==> src/rtl/diffscan_pkg.sv <==
`timescale 1ns/1ps
package diffscan_pkg;

  typedef enum logic [2:0] {
    ST_IDLE,
    ST_SWITCH,
    ST_SETTLE,
    ST_REQ,
    ST_WAIT,
    ST_WRITE,
    ST_FIN
  } scan_state_e;

  // true when n is a non-zero power of two
  function automatic bit is_pow2(input int n);
    return (n > 0) && ((n & (n - 1)) == 0);
  endfunction

endpackage

==> src/rtl/diffscan_ctrl.sv <==
`timescale 1ns/1ps
module diffscan_ctrl
  import diffscan_pkg::*;
#(
  parameter int NUM_CH     = 16,
  parameter int SETTLE_CYC = 40,
  localparam int CH_W      = (NUM_CH > 1) ? $clog2(NUM_CH) : 1,
  localparam int SET_W     = $clog2(SETTLE_CYC + 1)
) (
  input  logic            clk,
  input  logic            rst_n,
  input  logic            start_i,
  input  logic            adc_busy_i,
  input  logic            adc_done_i,
  input  logic            burst_last_i,
  output logic            sw_cfg_o,
  output logic            conv_req_o,
  output logic [CH_W-1:0] adc_ch_o,
  output logic            sample_take_o,
  output logic            wr_en_o,
  output logic [CH_W-1:0] wr_addr_o,
  output logic            done_o
);

  localparam logic [CH_W-1:0]  LAST_CH    = CH_W'(NUM_CH - 1);
  localparam logic [SET_W-1:0] SETTLE_END = SET_W'(SETTLE_CYC - 1);

  scan_state_e      state_q, state_d;
  logic [SET_W-1:0] settle_q;
  logic [CH_W-1:0]  ch_q;

  // next-state logic
  always_comb begin
    state_d = state_q;
    unique case (state_q)
      ST_IDLE:   if (start_i) state_d = ST_SWITCH;
      ST_SWITCH: state_d = ST_SETTLE;
      ST_SETTLE: if (settle_q == SETTLE_END) state_d = ST_REQ;
      ST_REQ:    if (!adc_busy_i) state_d = ST_WAIT;
      ST_WAIT:   if (adc_done_i) state_d = burst_last_i ? ST_WRITE : ST_REQ;
      ST_WRITE:  state_d = (ch_q == LAST_CH) ? ST_FIN : ST_REQ;
      ST_FIN:    state_d = ST_IDLE;
      default:   state_d = ST_IDLE;
    endcase
  end

  always_ff @(posedge clk or negedge rst_n) begin
    if (!rst_n) begin
      state_q  <= ST_IDLE;
      settle_q <= '0;
      ch_q     <= '0;
    end else begin
      state_q  <= state_d;
      settle_q <= (state_q == ST_SETTLE) ? settle_q + 1'b1 : '0;
      if (state_q == ST_SWITCH)
        ch_q <= '0;
      else if (state_q == ST_WRITE && ch_q != LAST_CH)
        ch_q <= ch_q + 1'b1;
    end
  end

  // named events for the neighbours and the checks
  assign sw_cfg_o      = (state_q == ST_SWITCH);
  assign conv_req_o    = (state_q == ST_REQ) && !adc_busy_i;
  assign adc_ch_o      = ch_q;
  assign sample_take_o = (state_q == ST_WAIT) && adc_done_i;
  assign wr_en_o       = (state_q == ST_WRITE);
  assign wr_addr_o     = ch_q;
  assign done_o        = (state_q == ST_FIN);

  // ---------------- checks ----------------
  logic [SET_W:0] since_sw_q;
  logic           pending_q;

  always_ff @(posedge clk or negedge rst_n) begin
    if (!rst_n) begin
      since_sw_q <= '0;
      pending_q  <= 1'b0;
    end else begin
      if (sw_cfg_o)
        since_sw_q <= '0;
      else if (since_sw_q < (SET_W+1)'(SETTLE_CYC))
        since_sw_q <= since_sw_q + 1'b1;
      if (conv_req_o)
        pending_q <= 1'b1;
      else if (adc_done_i)
        pending_q <= 1'b0;
    end
  end


  settle_gap_chk: assert property (@(posedge clk) disable iff (!rst_n)
    conv_req_o |-> since_sw_q >= (SET_W+1)'(SETTLE_CYC));


  req_single_chk: assert property (@(posedge clk) disable iff (!rst_n)
    conv_req_o |-> !pending_q && !adc_busy_i);


  done_pulse_chk: assert property (@(posedge clk) disable iff (!rst_n)
    done_o |=> !done_o);


  done_after_last_chk: assert property (@(posedge clk) disable iff (!rst_n)
    done_o |-> $past(wr_en_o) && ($past(wr_addr_o) == LAST_CH));


  sw_from_start_chk: assert property (@(posedge clk) disable iff (!rst_n)
    sw_cfg_o |-> $past(start_i) && !$past(sw_cfg_o));

endmodule

==> src/rtl/diffscan_accum.sv <==
`timescale 1ns/1ps
module diffscan_accum #(
  parameter int SAMPLE_W = 16,
  parameter int BURST    = 8,
  localparam int SHIFT   = $clog2(BURST),
  localparam int ACC_W   = SAMPLE_W + SHIFT,
  localparam int CNT_W   = (SHIFT > 0) ? SHIFT : 1
) (
  input  logic                clk,
  input  logic                rst_n,
  input  logic                sample_take_i,
  input  logic                clear_i,
  input  logic [SAMPLE_W-1:0] data_i,
  output logic                burst_last_o,
  output logic [SAMPLE_W-1:0] mean_o
);

  // truncated mean: drop the low SHIFT bits of the burst sum
  function automatic logic [SAMPLE_W-1:0] burst_mean(input logic [ACC_W-1:0] sum);
    return sum[ACC_W-1 -: SAMPLE_W];
  endfunction

  logic [ACC_W-1:0] acc_q;
  logic [CNT_W-1:0] cnt_q;

  always_ff @(posedge clk or negedge rst_n) begin
    if (!rst_n) begin
      acc_q <= '0;
      cnt_q <= '0;
    end else if (clear_i) begin
      acc_q <= '0;
      cnt_q <= '0;
    end else if (sample_take_i) begin
      acc_q <= acc_q + ACC_W'(data_i);
      cnt_q <= (BURST > 1) ? cnt_q + 1'b1 : '0;
    end
  end

  assign burst_last_o = (cnt_q == CNT_W'(BURST - 1));
  assign mean_o       = burst_mean(acc_q);

  // ---------------- checks ----------------
  logic [SHIFT:0] taken_q;

  always_ff @(posedge clk or negedge rst_n) begin
    if (!rst_n)
      taken_q <= '0;
    else if (clear_i)
      taken_q <= '0;
    else if (sample_take_i)
      taken_q <= taken_q + 1'b1;
  end

  initial begin
    burst_pow2_chk: assert (diffscan_pkg::is_pow2(BURST));
  end


  write_full_burst_chk: assert property (@(posedge clk) disable iff (!rst_n)
    clear_i |-> taken_q == (SHIFT+1)'(BURST));


  acc_no_wrap_chk: assert property (@(posedge clk) disable iff (!rst_n)
    sample_take_i |-> ((({1'b0, acc_q} + (ACC_W+1)'(data_i)) >> ACC_W) == '0));

endmodule

==> src/rtl/diffscan_regfile.sv <==
`timescale 1ns/1ps
module diffscan_regfile #(
  parameter int NUM_CH   = 16,
  parameter int SAMPLE_W = 16,
  localparam int CH_W    = (NUM_CH > 1) ? $clog2(NUM_CH) : 1
) (
  input  logic                clk,
  input  logic                rst_n,
  input  logic                wr_en_i,
  input  logic [CH_W-1:0]     wr_addr_i,
  input  logic [SAMPLE_W-1:0] wr_data_i,
  input  logic [CH_W-1:0]     rd_addr_i,
  output logic [SAMPLE_W-1:0] rd_data_o
);

  logic [SAMPLE_W-1:0] entry_q [NUM_CH];

  for (genvar g = 0; g < NUM_CH; g++) begin : g_entry
    always_ff @(posedge clk or negedge rst_n) begin
      if (!rst_n)
        entry_q[g] <= '0;
      else if (wr_en_i && wr_addr_i == CH_W'(g))
        entry_q[g] <= wr_data_i;
    end
  end

  assign rd_data_o = (int'(rd_addr_i) < NUM_CH) ? entry_q[rd_addr_i] : '0;

  // ---------------- checks ----------------
  logic [CH_W-1:0] last_wr_q;

  always_ff @(posedge clk or negedge rst_n) begin
    if (!rst_n)
      last_wr_q <= '0;
    else if (wr_en_i)
      last_wr_q <= wr_addr_i;
  end


  wr_order_chk: assert property (@(posedge clk) disable iff (!rst_n)
    (wr_en_i && wr_addr_i != '0) |-> last_wr_q == wr_addr_i - 1'b1);

endmodule

==> src/rtl/diffscan_avg_seq.sv <==
`timescale 1ns/1ps
module diffscan_avg_seq #(
  parameter int NUM_CH     = 16,
  parameter int BURST      = 8,
  parameter int SAMPLE_W   = 16,
  parameter int SETTLE_CYC = 40,
  localparam int CH_W      = (NUM_CH > 1) ? $clog2(NUM_CH) : 1
) (
  input  logic                clk,
  input  logic                rst_n,
  input  logic                start_i,
  output logic                sw_cfg_o,
  output logic                conv_req_o,
  output logic [CH_W-1:0]     adc_ch_o,
  input  logic                adc_busy_i,
  input  logic                adc_done_i,
  input  logic [SAMPLE_W-1:0] adc_data_i,
  input  logic [CH_W-1:0]     rd_addr_i,
  output logic [SAMPLE_W-1:0] rd_data_o,
  output logic                done_o
);

  logic                sample_take;
  logic                burst_last;
  logic                wr_en;
  logic [CH_W-1:0]     wr_addr;
  logic [SAMPLE_W-1:0] mean;

  diffscan_ctrl #(
    .NUM_CH    (NUM_CH),
    .SETTLE_CYC(SETTLE_CYC)
  ) u_ctrl (
    .clk          (clk),
    .rst_n        (rst_n),
    .start_i      (start_i),
    .adc_busy_i   (adc_busy_i),
    .adc_done_i   (adc_done_i),
    .burst_last_i (burst_last),
    .sw_cfg_o     (sw_cfg_o),
    .conv_req_o   (conv_req_o),
    .adc_ch_o     (adc_ch_o),
    .sample_take_o(sample_take),
    .wr_en_o      (wr_en),
    .wr_addr_o    (wr_addr),
    .done_o       (done_o)
  );

  diffscan_accum #(
    .SAMPLE_W(SAMPLE_W),
    .BURST   (BURST)
  ) u_accum (
    .clk          (clk),
    .rst_n        (rst_n),
    .sample_take_i(sample_take),
    .clear_i      (wr_en),
    .data_i       (adc_data_i),
    .burst_last_o (burst_last),
    .mean_o       (mean)
  );

  diffscan_regfile #(
    .NUM_CH  (NUM_CH),
    .SAMPLE_W(SAMPLE_W)
  ) u_regfile (
    .clk      (clk),
    .rst_n    (rst_n),
    .wr_en_i  (wr_en),
    .wr_addr_i(wr_addr),
    .wr_data_i(mean),
    .rd_addr_i(rd_addr_i),
    .rd_data_o(rd_data_o)
  );

endmodule

==> config.mk <==
export PLATFORM = sky130hd
export DESIGN_NAME = diffscan_avg_seq
export DESIGN_NICKNAME = d
export VERILOG_FILES = /design/src/rtl/diffscan_pkg.sv /design/src/rtl/diffscan_ctrl.sv /design/src/rtl/diffscan_accum.sv /design/src/rtl/diffscan_regfile.sv /design/src/rtl/diffscan_avg_seq.sv
export SDC_FILE = /design/constraint.sdc
export NUM_CORES = 1
export LEC_CHECK = 0
export BUFFER_PORTS_ARGS = -buffer_cell sky130_fd_sc_hd__buf_2
export CAP_MARGIN = 15
export CORE_AREA = 2 2 157 159
export DETAILED_ROUTE_END_ITERATION = 16
export DIE_AREA = 0 0 159 161
export GPL_ROUTABILITY_DRIVEN = 1
export PLACE_DENSITY = 0.79
export SYNTH_ARGS = -nofsm -noshare
export SYNTH_HDL_FRONTEND = slang
export SYNTH_HIERARCHICAL = 1
export SYNTH_SLANG_ARGS = --single-unit
==> constraint.sdc <==
create_clock -name clk -period 3.35 [get_ports clk]
set_input_delay 0.335 -clock clk [delete_from_list [all_inputs] [get_ports clk]]
set_output_delay 0.335 -clock clk [all_outputs]
set_load 0.01 [all_outputs]
==> impl_summary.txt, run 1 <==
----------------------------------------------------
[Clock tree]
  Maximum clock path buffer count ... 3
  Clock tree from TritonCTS ... built
  # clock sinks ... roughly 290
  H-tree lvl count ... 1
  TritonCTS Buffers ... 29
  Number of buffers inserted to repair setup after CTS ... 0
  Root cell of the clock tree ... sky130_fd_sc_hd__clkbuf_16
  Clock latency on the worst-skew pair ... ~0.54 ns
  Clk pin slew, worst setup/hold paths ... 0.06 ns

[Global routing]
  Leftover overflow at the end of global routing ... 0
  Number of global-route vias before repair ... slightly below 9000
  Initial antenna violation count ... 0
  Overall Global Routing Usage ... 24.24%
  Maximum number of pins on one net before global-route repair ... 90
  Global-route wire length before repair ... between 40000 and 50000 um

[Setup path]
  Kind of end point of the critical path ... flop
  Reg2Reg Depth ... 7
  Slack of the worst reg-to-reg path ... 0.53 ns
  Number of buffer and inverter instances along the worst setup path ... 0
  Worst Setup Start Kind ... flop
  Worst Path Required ... around 3.8 ns
  Critical-path cell with the highest stage delay ... sky130_fd_sc_hd__dfrtp_1
  Number of gates on the worst path with buffers counted ... 7
  Dominant delay contributor by cell family on the critical path ... compound AO/OA/AOI/OAI gates
  Critical Path, Cell by Cell ... ha_1, and3_1, a221o_1, a31o_1, o221a_1, or3_1, a32o_1
  Critical path start-end classification ... flop to flop
  Peak fanout along the critical path ... 18
  Endpoint arrival time on the critical path ... approximately 3.2 ns
  Critical Path Max Stage Delay ... 0.67 ns

[Layout]
  Area added between synthesis and finish ... 10.10%
  Most used cells in the layout excluding fill and tap cells ... sky130_fd_sc_hd__dfrtp_1 (291), sky130_fd_sc_hd__mux2_2 (238), sky130_fd_sc_hd__mux4_2 (64)
  Number of inserted filler cells in the final layout ... approximately 1700
  Share of final-layout standard cells stronger than drive strength 1 ... 45.61%
  Finished Core Util ... between 60% and 70%
  Leading cell type in the layout, fill and taps excluded ... sky130_fd_sc_hd__dfrtp_1
  Final instance count without filler cells ... roughly 1400
  Final nets ... roughly 1100
  Diodes inserted ... 0

[Worst hold path]
  Worst hold path class ... input pin to flop
  WHS Path Cells ... 2

[Placed design]
  Buffers on Ports ... 47
  Last weighted congestion value of the routability-driven placer ... about 0.87
  Post-DP HPWL ... between 15000 and 20000 um
  Worst setup timing slack at the placement stage ... slightly below 0.5 ns
  Cell Count Post-Placement ... ~1300

[Timing]
  Actual transition at the worst max-transition pin ... between 1 and 1.5 ns
  Setup repair after global routing missed its margin ... no
  Worst setup skew after layout ... 0.02130 ns
  Final setup fails ... 0
  Maximum operating frequency ... around 350 MHz
  Final period utilization ... about 84%
  Final worst slack ... roughly 0.53 ns
  Number of pins exceeding their max-slew limit in the final report ... 0
  Post-Route Setup TNS ... 0 ns
  Headroom to the max-slew limit ... a little over a fifth
  Hold violation total from the final report ... 0
  Final period demand of the worst path ... approximately 2.8 ns

[Detailed routing]
  Vias after detailed routing ... approximately 8200
  Detailed-route vias per instance ... 6.092
  Count of nets left with antenna violations after detail routing ... 0
  Routed wirelength normalized by instance count ... 22.28 um
  Number of optimization iterations in the first detailed-route pass ... 5
  Number of violations reported at the end of detailed-routing iteration 0 ... approximately 480
  Total wirelength of the detailed-routed design ... 30080 um
  Count of unresolved DRC violations after routing ... 0

[Floorplanning]
  Floorplan core area ... ~0.024 mm2
  # rows ... 57
  Starting Density ... just under 60%
  DIE AREA ... 0.02560 mm2
  Die Height ... between 150 and 200 um
  Die width ... 159 um
  Number of top-level pins ... 48

[Yosys]
  Number of synthesized flops with an enable pin ... 0
  Total of flip-flops plus latches after synthesis ... ~290
  Ys Warns ... 6
  Cell count after synthesis ... between 900 and 1000
  Synth async-reset ratio ... 100.0%
  Register area share after synthesis ... between 50% and 60%
  Leading register cell type out of synthesis ... sky130_fd_sc_hd__dfrtp_1
  Synth cell types ... 59
  Syn Std Cell Area ... between 0.01 and 0.015 mm2
  Average instance area after synthesis ... 14.35 um2
  Synthesized Nets ... slightly above 1000

[Power]
  Internal ... between 0.006 and 0.007 W
  Clock power frac ... between 30 and 40%
  Leakage Power ... around 7.7 nW
  Sequential group share of total power ... 46.7%
  Max VDD drop ... approximately 0.45 mV
  Power after layout ... roughly 0.0086 W
  Switching share of power ... roughly 28%
  Logic pwr share ... 14.3%
  Total power per unit cell area ... between 500 and 600 mW/mm2
  Switching pwr ... 0.002457 W

[Outcome]
  Result of the run ... finished clean

[Job]
  Reported max-cap violation count ... 0

----------------------------------------------------
==> worst paths after layout <==
| check | startpoint | endpoint |
|---|---|---|
| max | u_accum/acc_q[3] | u_accum/acc_q[14] |
| min | adc_busy_i | u_ctrl/state_q[0] |
| max reg2reg | u_accum/acc_q[3] | u_accum/acc_q[14] |
| min reg2reg | u_ctrl/settle_q[0] | u_ctrl/settle_q[0] |
| max in group asynchronous | rst_n | u_regfile/entry_q[232] |
| min in group asynchronous | rst_n | u_ctrl/settle_q[4] |
==> cell usage after synthesis (8+ instances only) <==
| master | n | area (um2) |
|---|---|---|
| sky130_fd_sc_hd__mux2_4 | 21 | 315.3 |
| sky130_fd_sc_hd__nor2_2 | 10 | 62.56 |
| sky130_fd_sc_hd__a22oi_1 | 32 | 240.2 |
| sky130_fd_sc_hd__nand2_1 | 37 | 138.9 |
| sky130_fd_sc_hd__nand3_1 | 8 | 40.04 |
| sky130_fd_sc_hd__xnor2_1 | 9 | 78.83 |
| sky130_fd_sc_hd__o21ai_0 | 13 | 65.06 |
| sky130_fd_sc_hd__ha_1 | 20 | 250.2 |
| sky130_fd_sc_hd__buf_4 | 25 | 187.7 |
| sky130_fd_sc_hd__buf_2 | 17 | 85.08 |
| sky130_fd_sc_hd__mux4_2 | 64 | 1441 |
| sky130_fd_sc_hd__clkbuf_1 | 34 | 127.6 |
| sky130_fd_sc_hd__nor2_1 | 34 | 127.6 |
| sky130_fd_sc_hd__buf_6 | 9 | 101.4 |
| sky130_fd_sc_hd__mux2i_1 | 10 | 100.1 |
| sky130_fd_sc_hd__a21oi_1 | 19 | 95.09 |
| sky130_fd_sc_hd__mux2_2 | 238 | 2680 |
| sky130_fd_sc_hd__dfrtp_1 | 291 | 7282 |
==> metal layers <==
layer	up-vias	GRT usage [%]	share of wire, %
met5	-	0	0
met3	45	2.568	3.2
met2	151	41.64	51
met1	4351	33.54	43
li1	3677	-	-
met4	0	6.488	2.0
==> area by class of cell <==
class	count	area (um2)	area share, %
sequential	291	7282	46.76
clock inverter	16	190.2	1.221
multi-input combinational	599	6320	40.58
timing repair buffer	77	538.0	3.455
clock buffer	36	812.0	5.214
tap	324	405.4	2.603
inverter	7	26.28	0.1687
==> power groups by stage <==
stage | clock network, W | registers, W | logic (W)
CTS | 0.00343 | 0.00403 | 0.00125
finish | 0.00336 | 0.00404 | 0.00124
floorplan | 0 | 0.00381 | 0.00119
global placement | 0 | 0.00408 | 0.00122
detailed placement | 0 | 0.00409 | 0.00123
global route | 0.00359 | 0.00409 | 0.00138
==> flip-flops by register name, indices dropped and copies added, names as in the netlist <==
name,cells
u_ctrl/state_q,3
u_ctrl/adc_ch_o,4
u_accum/acc_q,19
u_regfile/entry_q,256
u_accum/cnt_q,3
u_ctrl/settle_q,6
==> stage by stage <==
step                cell area [um2]  hold WS, ns
floorplan                     14140      0.03941
global placement              14560       0.3992
detailed placement            14560       0.3971
CTS                           15570      0.03809
global route                  15570      0.05519
finish                        15570      0.05212
==> logic make-up after synthesis <==
group                    share of synthesized area (%)
AND/OR/NAND/NOR                                  4.883
AO/OA/AOI/OAI                                    4.821
flip-flops                                       51.48
multiplexers                                     32.07
buffers and inverters                            3.839
adder cells (fa/ha/maj)                          1.911
XOR/XNOR                                        0.9908
==> repair_timing <==
| action | CTS | global route |
|---|---|---|
| resized for setup | 0 | 0 |
| hold buffers | 1 | 0 |
| endpoints found under the hold margin | 85 | 0 |
(Power assumes the default switching activity.)
==> inputs of run 2 (changes only) <==
Settings changed: CORE_AREA 2 2 157 159 to 2 2 162 164, DIE_AREA 0 0 159 161 to 0 0 164 166, PLACE_DENSITY 0.79 to 0.77.
Clock period 3.35 ns to 2.5 ns, I/O delays scaled along.
==> run 2 against run 1 <==
The flow now finishes with violations (setup timing). First-iteration DRC count up 18%. Critical path depth up 1. Worst setup slack worse by 0.66 ns. Flip-flop and latch count unchanged. Final area up 2.4%. Combinational power up 83%. Hold slack better by 0.059 ns. Global-route usage down 0.78 points. Clock skew down 0.013 ns. Critical endpoint unchanged. Largest power group unchanged.
==> impl_summary.txt, run 2 (synthesized netlist as in run 1, its figures left out) <==
----------------------------------------------------
[Floorplanning]
  DIE AREA ... around 0.027 mm2
  Floorplan core area ... approximately 0.026 mm2
  Number of top-level pins ... 48
  Die Height ... 166 um
  Starting Density ... between 50% and 60%
  Die width ... ~160 um
  # rows ... 59

[Layout]
  Leading cell type in the layout, fill and taps excluded ... sky130_fd_sc_hd__dfrtp_1
  Share of final-layout standard cells stronger than drive strength 1 ... a little under half
  Flip-flop count of the largest register after layout ... between 200 and 300
  Biggest registers after layout ... u_regfile/entry_q (256), u_accum/acc_q (19), u_ctrl/settle_q (6)
  Diodes inserted ... 0
  Finished Core Util ... around 62%
  Post-layout instance area ... approximately 0.016 mm2
  Most used cells in the layout excluding fill and tap cells ... sky130_fd_sc_hd__dfrtp_1 (291), sky130_fd_sc_hd__mux2_2 (238), sky130_fd_sc_hd__mux4_2 (64)
  Register name with the most flops ... u_regfile/entry_q
  Final nets ... roughly 1100
  Final instance count without filler cells ... ~1400
  Sequential cell area in the final layout ... around 0.0073 mm2
  Number of inserted filler cells in the final layout ... between 1500 and 2000
  Area added between synthesis and finish ... 12.73%
  Area used by multi-input combinational logic ... around 0.0064 mm2

[Timing]
  Worst setup skew after layout ... 0.008546 ns
  Final period utilization ... 105.0%
  Maximum operating frequency ... between 300 and 400 MHz
  Number of pins exceeding their max-slew limit in the final report ... 0
  Headroom to the max-slew limit ... between 50% and 60%
  Final period demand of the worst path ... roughly 2.6 ns
  Setup repair after global routing missed its margin ... yes
  Hold WS ... roughly 0.11 ns
  Final worst slack ... -0.1256 ns
  Hold violation total from the final report ... 0
  Actual transition at the worst max-transition pin ... about 0.7 ns
  Final setup fails ... 1

[Power]
  Total power per unit cell area ... approximately 730 mW/mm2
  Logic pwr share ... between 10% and 20%
  Internal ... approximately 0.0083 W
  Clock power frac ... between 30% and 40%
  Sequential group share of total power ... a little over two fifths
  Switching pwr ... 0.003383 W
  Leakage Power ... 7.934 nW
  Switching share of power ... between 20% and 30%
  Max VDD drop ... between 0.5 and 0.6 mV

[Worst hold path]
  Worst hold path class ... input pin to flop
  WHS Path Cells ... 4
  Sink of the worst hold path ... u_accum/acc_q[0]
  Worst hold start ... adc_data_i[0]

[Clock tree]
  Clk pin slew, worst setup/hold paths ... about 0.060 ns
  Maximum clock path buffer count ... 3
  Clock latency on the worst-skew pair ... around 0.54 ns
  # clock sinks ... ~290
  TritonCTS Buffers ... 29
  H-tree lvl count ... 1
  Clock tree from TritonCTS ... built
  Root cell of the clock tree ... sky130_fd_sc_hd__clkbuf_16

[Job]
  Reported max-cap violation count ... 0

[Placed design]
  Post-DP HPWL ... a little under 20000 um
  Buffers on Ports ... 47
  Instance area at placement ... about 0.015 mm2
  Last weighted congestion value of the routability-driven placer ... between 0.8 and 0.9
  Cell Count Post-Placement ... 1339

[Setup path]
  Worst reg2reg path startpoint ... u_accum/acc_q[0]
  Worst Path Required ... around 2.9 ns
  Slack of the worst reg-to-reg path ... -0.13 ns
  Peak fanout along the critical path ... 2
  Critical path start-end classification ... flop to flop
  Kind of end point of the critical path ... flop
  Endpoint arrival time on the critical path ... approximately 3.1 ns
  Terminus of the critical flop-to-flop path ... u_accum/acc_q[14]
  Worst Setup Start Kind ... flop
  Reg2Reg Depth ... 8

[Global routing]
  Maximum number of pins on one net before global-route repair ... between 60 and 70
  Initial antenna violation count ... 0
  Number of global-route vias before repair ... 9208
  Global-route wire length before repair ... 49620 um
  Overall Global Routing Usage ... a little under a quarter
  Leftover overflow at the end of global routing ... 0

[Detailed routing]
  Number of violations reported at the end of detailed-routing iteration 0 ... approximately 560
  Detailed-route vias per instance ... between 6 and 7
  Routed wirelength normalized by instance count ... roughly 22 um
  Count of nets left with antenna violations after detail routing ... 0
  Vias after detailed routing ... 8461
  Total wirelength of the detailed-routed design ... slightly above 30000 um
  Count of unresolved DRC violations after routing ... 0
  Number of optimization iterations in the first detailed-route pass ... 5

[Outcome]
  Violations in the final reports ... setup timing
  Result of the run ... finished, violations left

----------------------------------------------------
-- run 2: changes by cell type in the layout (fill, tap and decap cells not counted), moves of 2 or more --
cell / delta
sky130_fd_sc_hd__buf_4: +25
sky130_fd_sc_hd__buf_12: +9
sky130_fd_sc_hd__bufinv_16: -2
sky130_fd_sc_hd__clkbuf_1: +5
sky130_fd_sc_hd__clkinvlp_4: -4
-- run 2: how the worst max path moves through the flow --
stage                           from                end  slack [ns]  depth (start not counted)
CTS                 u_accum/acc_q[0]  u_accum/acc_q[14]       -0.15                          8
global route        u_accum/acc_q[0]  u_accum/acc_q[14]       -0.19                          8
detailed placement  u_accum/acc_q[0]  u_accum/acc_q[14]       -0.15                          8
floorplan           u_accum/acc_q[0]  u_accum/acc_q[14]       -0.06                          8
finish              u_accum/acc_q[0]  u_accum/acc_q[14]       -0.13                          8
global placement    u_accum/acc_q[0]  u_accum/acc_q[14]        -0.1                          8
-- run 2: final cells by class --
type                            instances  share of cell area, %
Clock inverter                         11                 0.7062
Multi-Input combinational cell        599                  39.88
Inverter                                7                 0.1648
Sequential cell                       291                  45.67
Timing Repair Buffer                  112                  5.744
Tap cell                              335                  2.629
Clock buffer                           41                  5.210
-- run 2: layer usage --
layer / wire (um) / GRT usage (%) / vias to the layer above
met5: 0 / 0 / -
met4: 594 / 6.560 / 0
met3: 1551 / 3.671 / 47
met2: 15710 / 40.41 / 220
met1: 12740 / 31.02 / 4447
li1: - / - / 3747
-- run 2: stage by stage --
stage	power, W	setup slack [ns]	TNS (ns)
2_1_floorplan	0.006695	-0.05857	-0.05857
3_3_place_gp	0.007312	-0.09571	-0.1085
3_5_place_dp	0.007367	-0.1538	-0.2284
4_1_cts	0.01173	-0.1478	-0.1478
5_1_grt	0.01223	-0.1878	-0.1878
6_report	0.01168	-0.1256	-0.1256
-- run 2: critical path, stage by stage, from the launching register on --
cell and delay (ns):
sky130_fd_sc_hd__dfrtp_1 0.38, sky130_fd_sc_hd__ha_2 0.19, sky130_fd_sc_hd__fa_2 0.34, sky130_fd_sc_hd__a21o_1 0.20, sky130_fd_sc_hd__a221o_1 0.33, sky130_fd_sc_hd__a31o_1 0.25
sky130_fd_sc_hd__o221a_1 0.27, sky130_fd_sc_hd__or3_1 0.31, sky130_fd_sc_hd__a32o_1 0.25
-- run 2: what timing repair did --
action / CTS / global route
setup endpoints to repair: 2 / 2
hold buffers: 2 / 0
setup buffers: 1 / 2
resized for setup: 3 / 1
cloned: 0 / 0
pin swaps: 0 / 1
endpoints found under the hold margin: 61 / 0
-- run 2: power groups by stage --
stage                     logic (W)  clock network, W  registers (W)
after floorplan             0.00159                 0        0.00510
final                       0.00227           0.00431        0.00511
after CTS                   0.00223           0.00440        0.00511
after global placement      0.00213                 0        0.00518
after global routing        0.00250           0.00459        0.00514
after detailed placement    0.00217                 0        0.00519
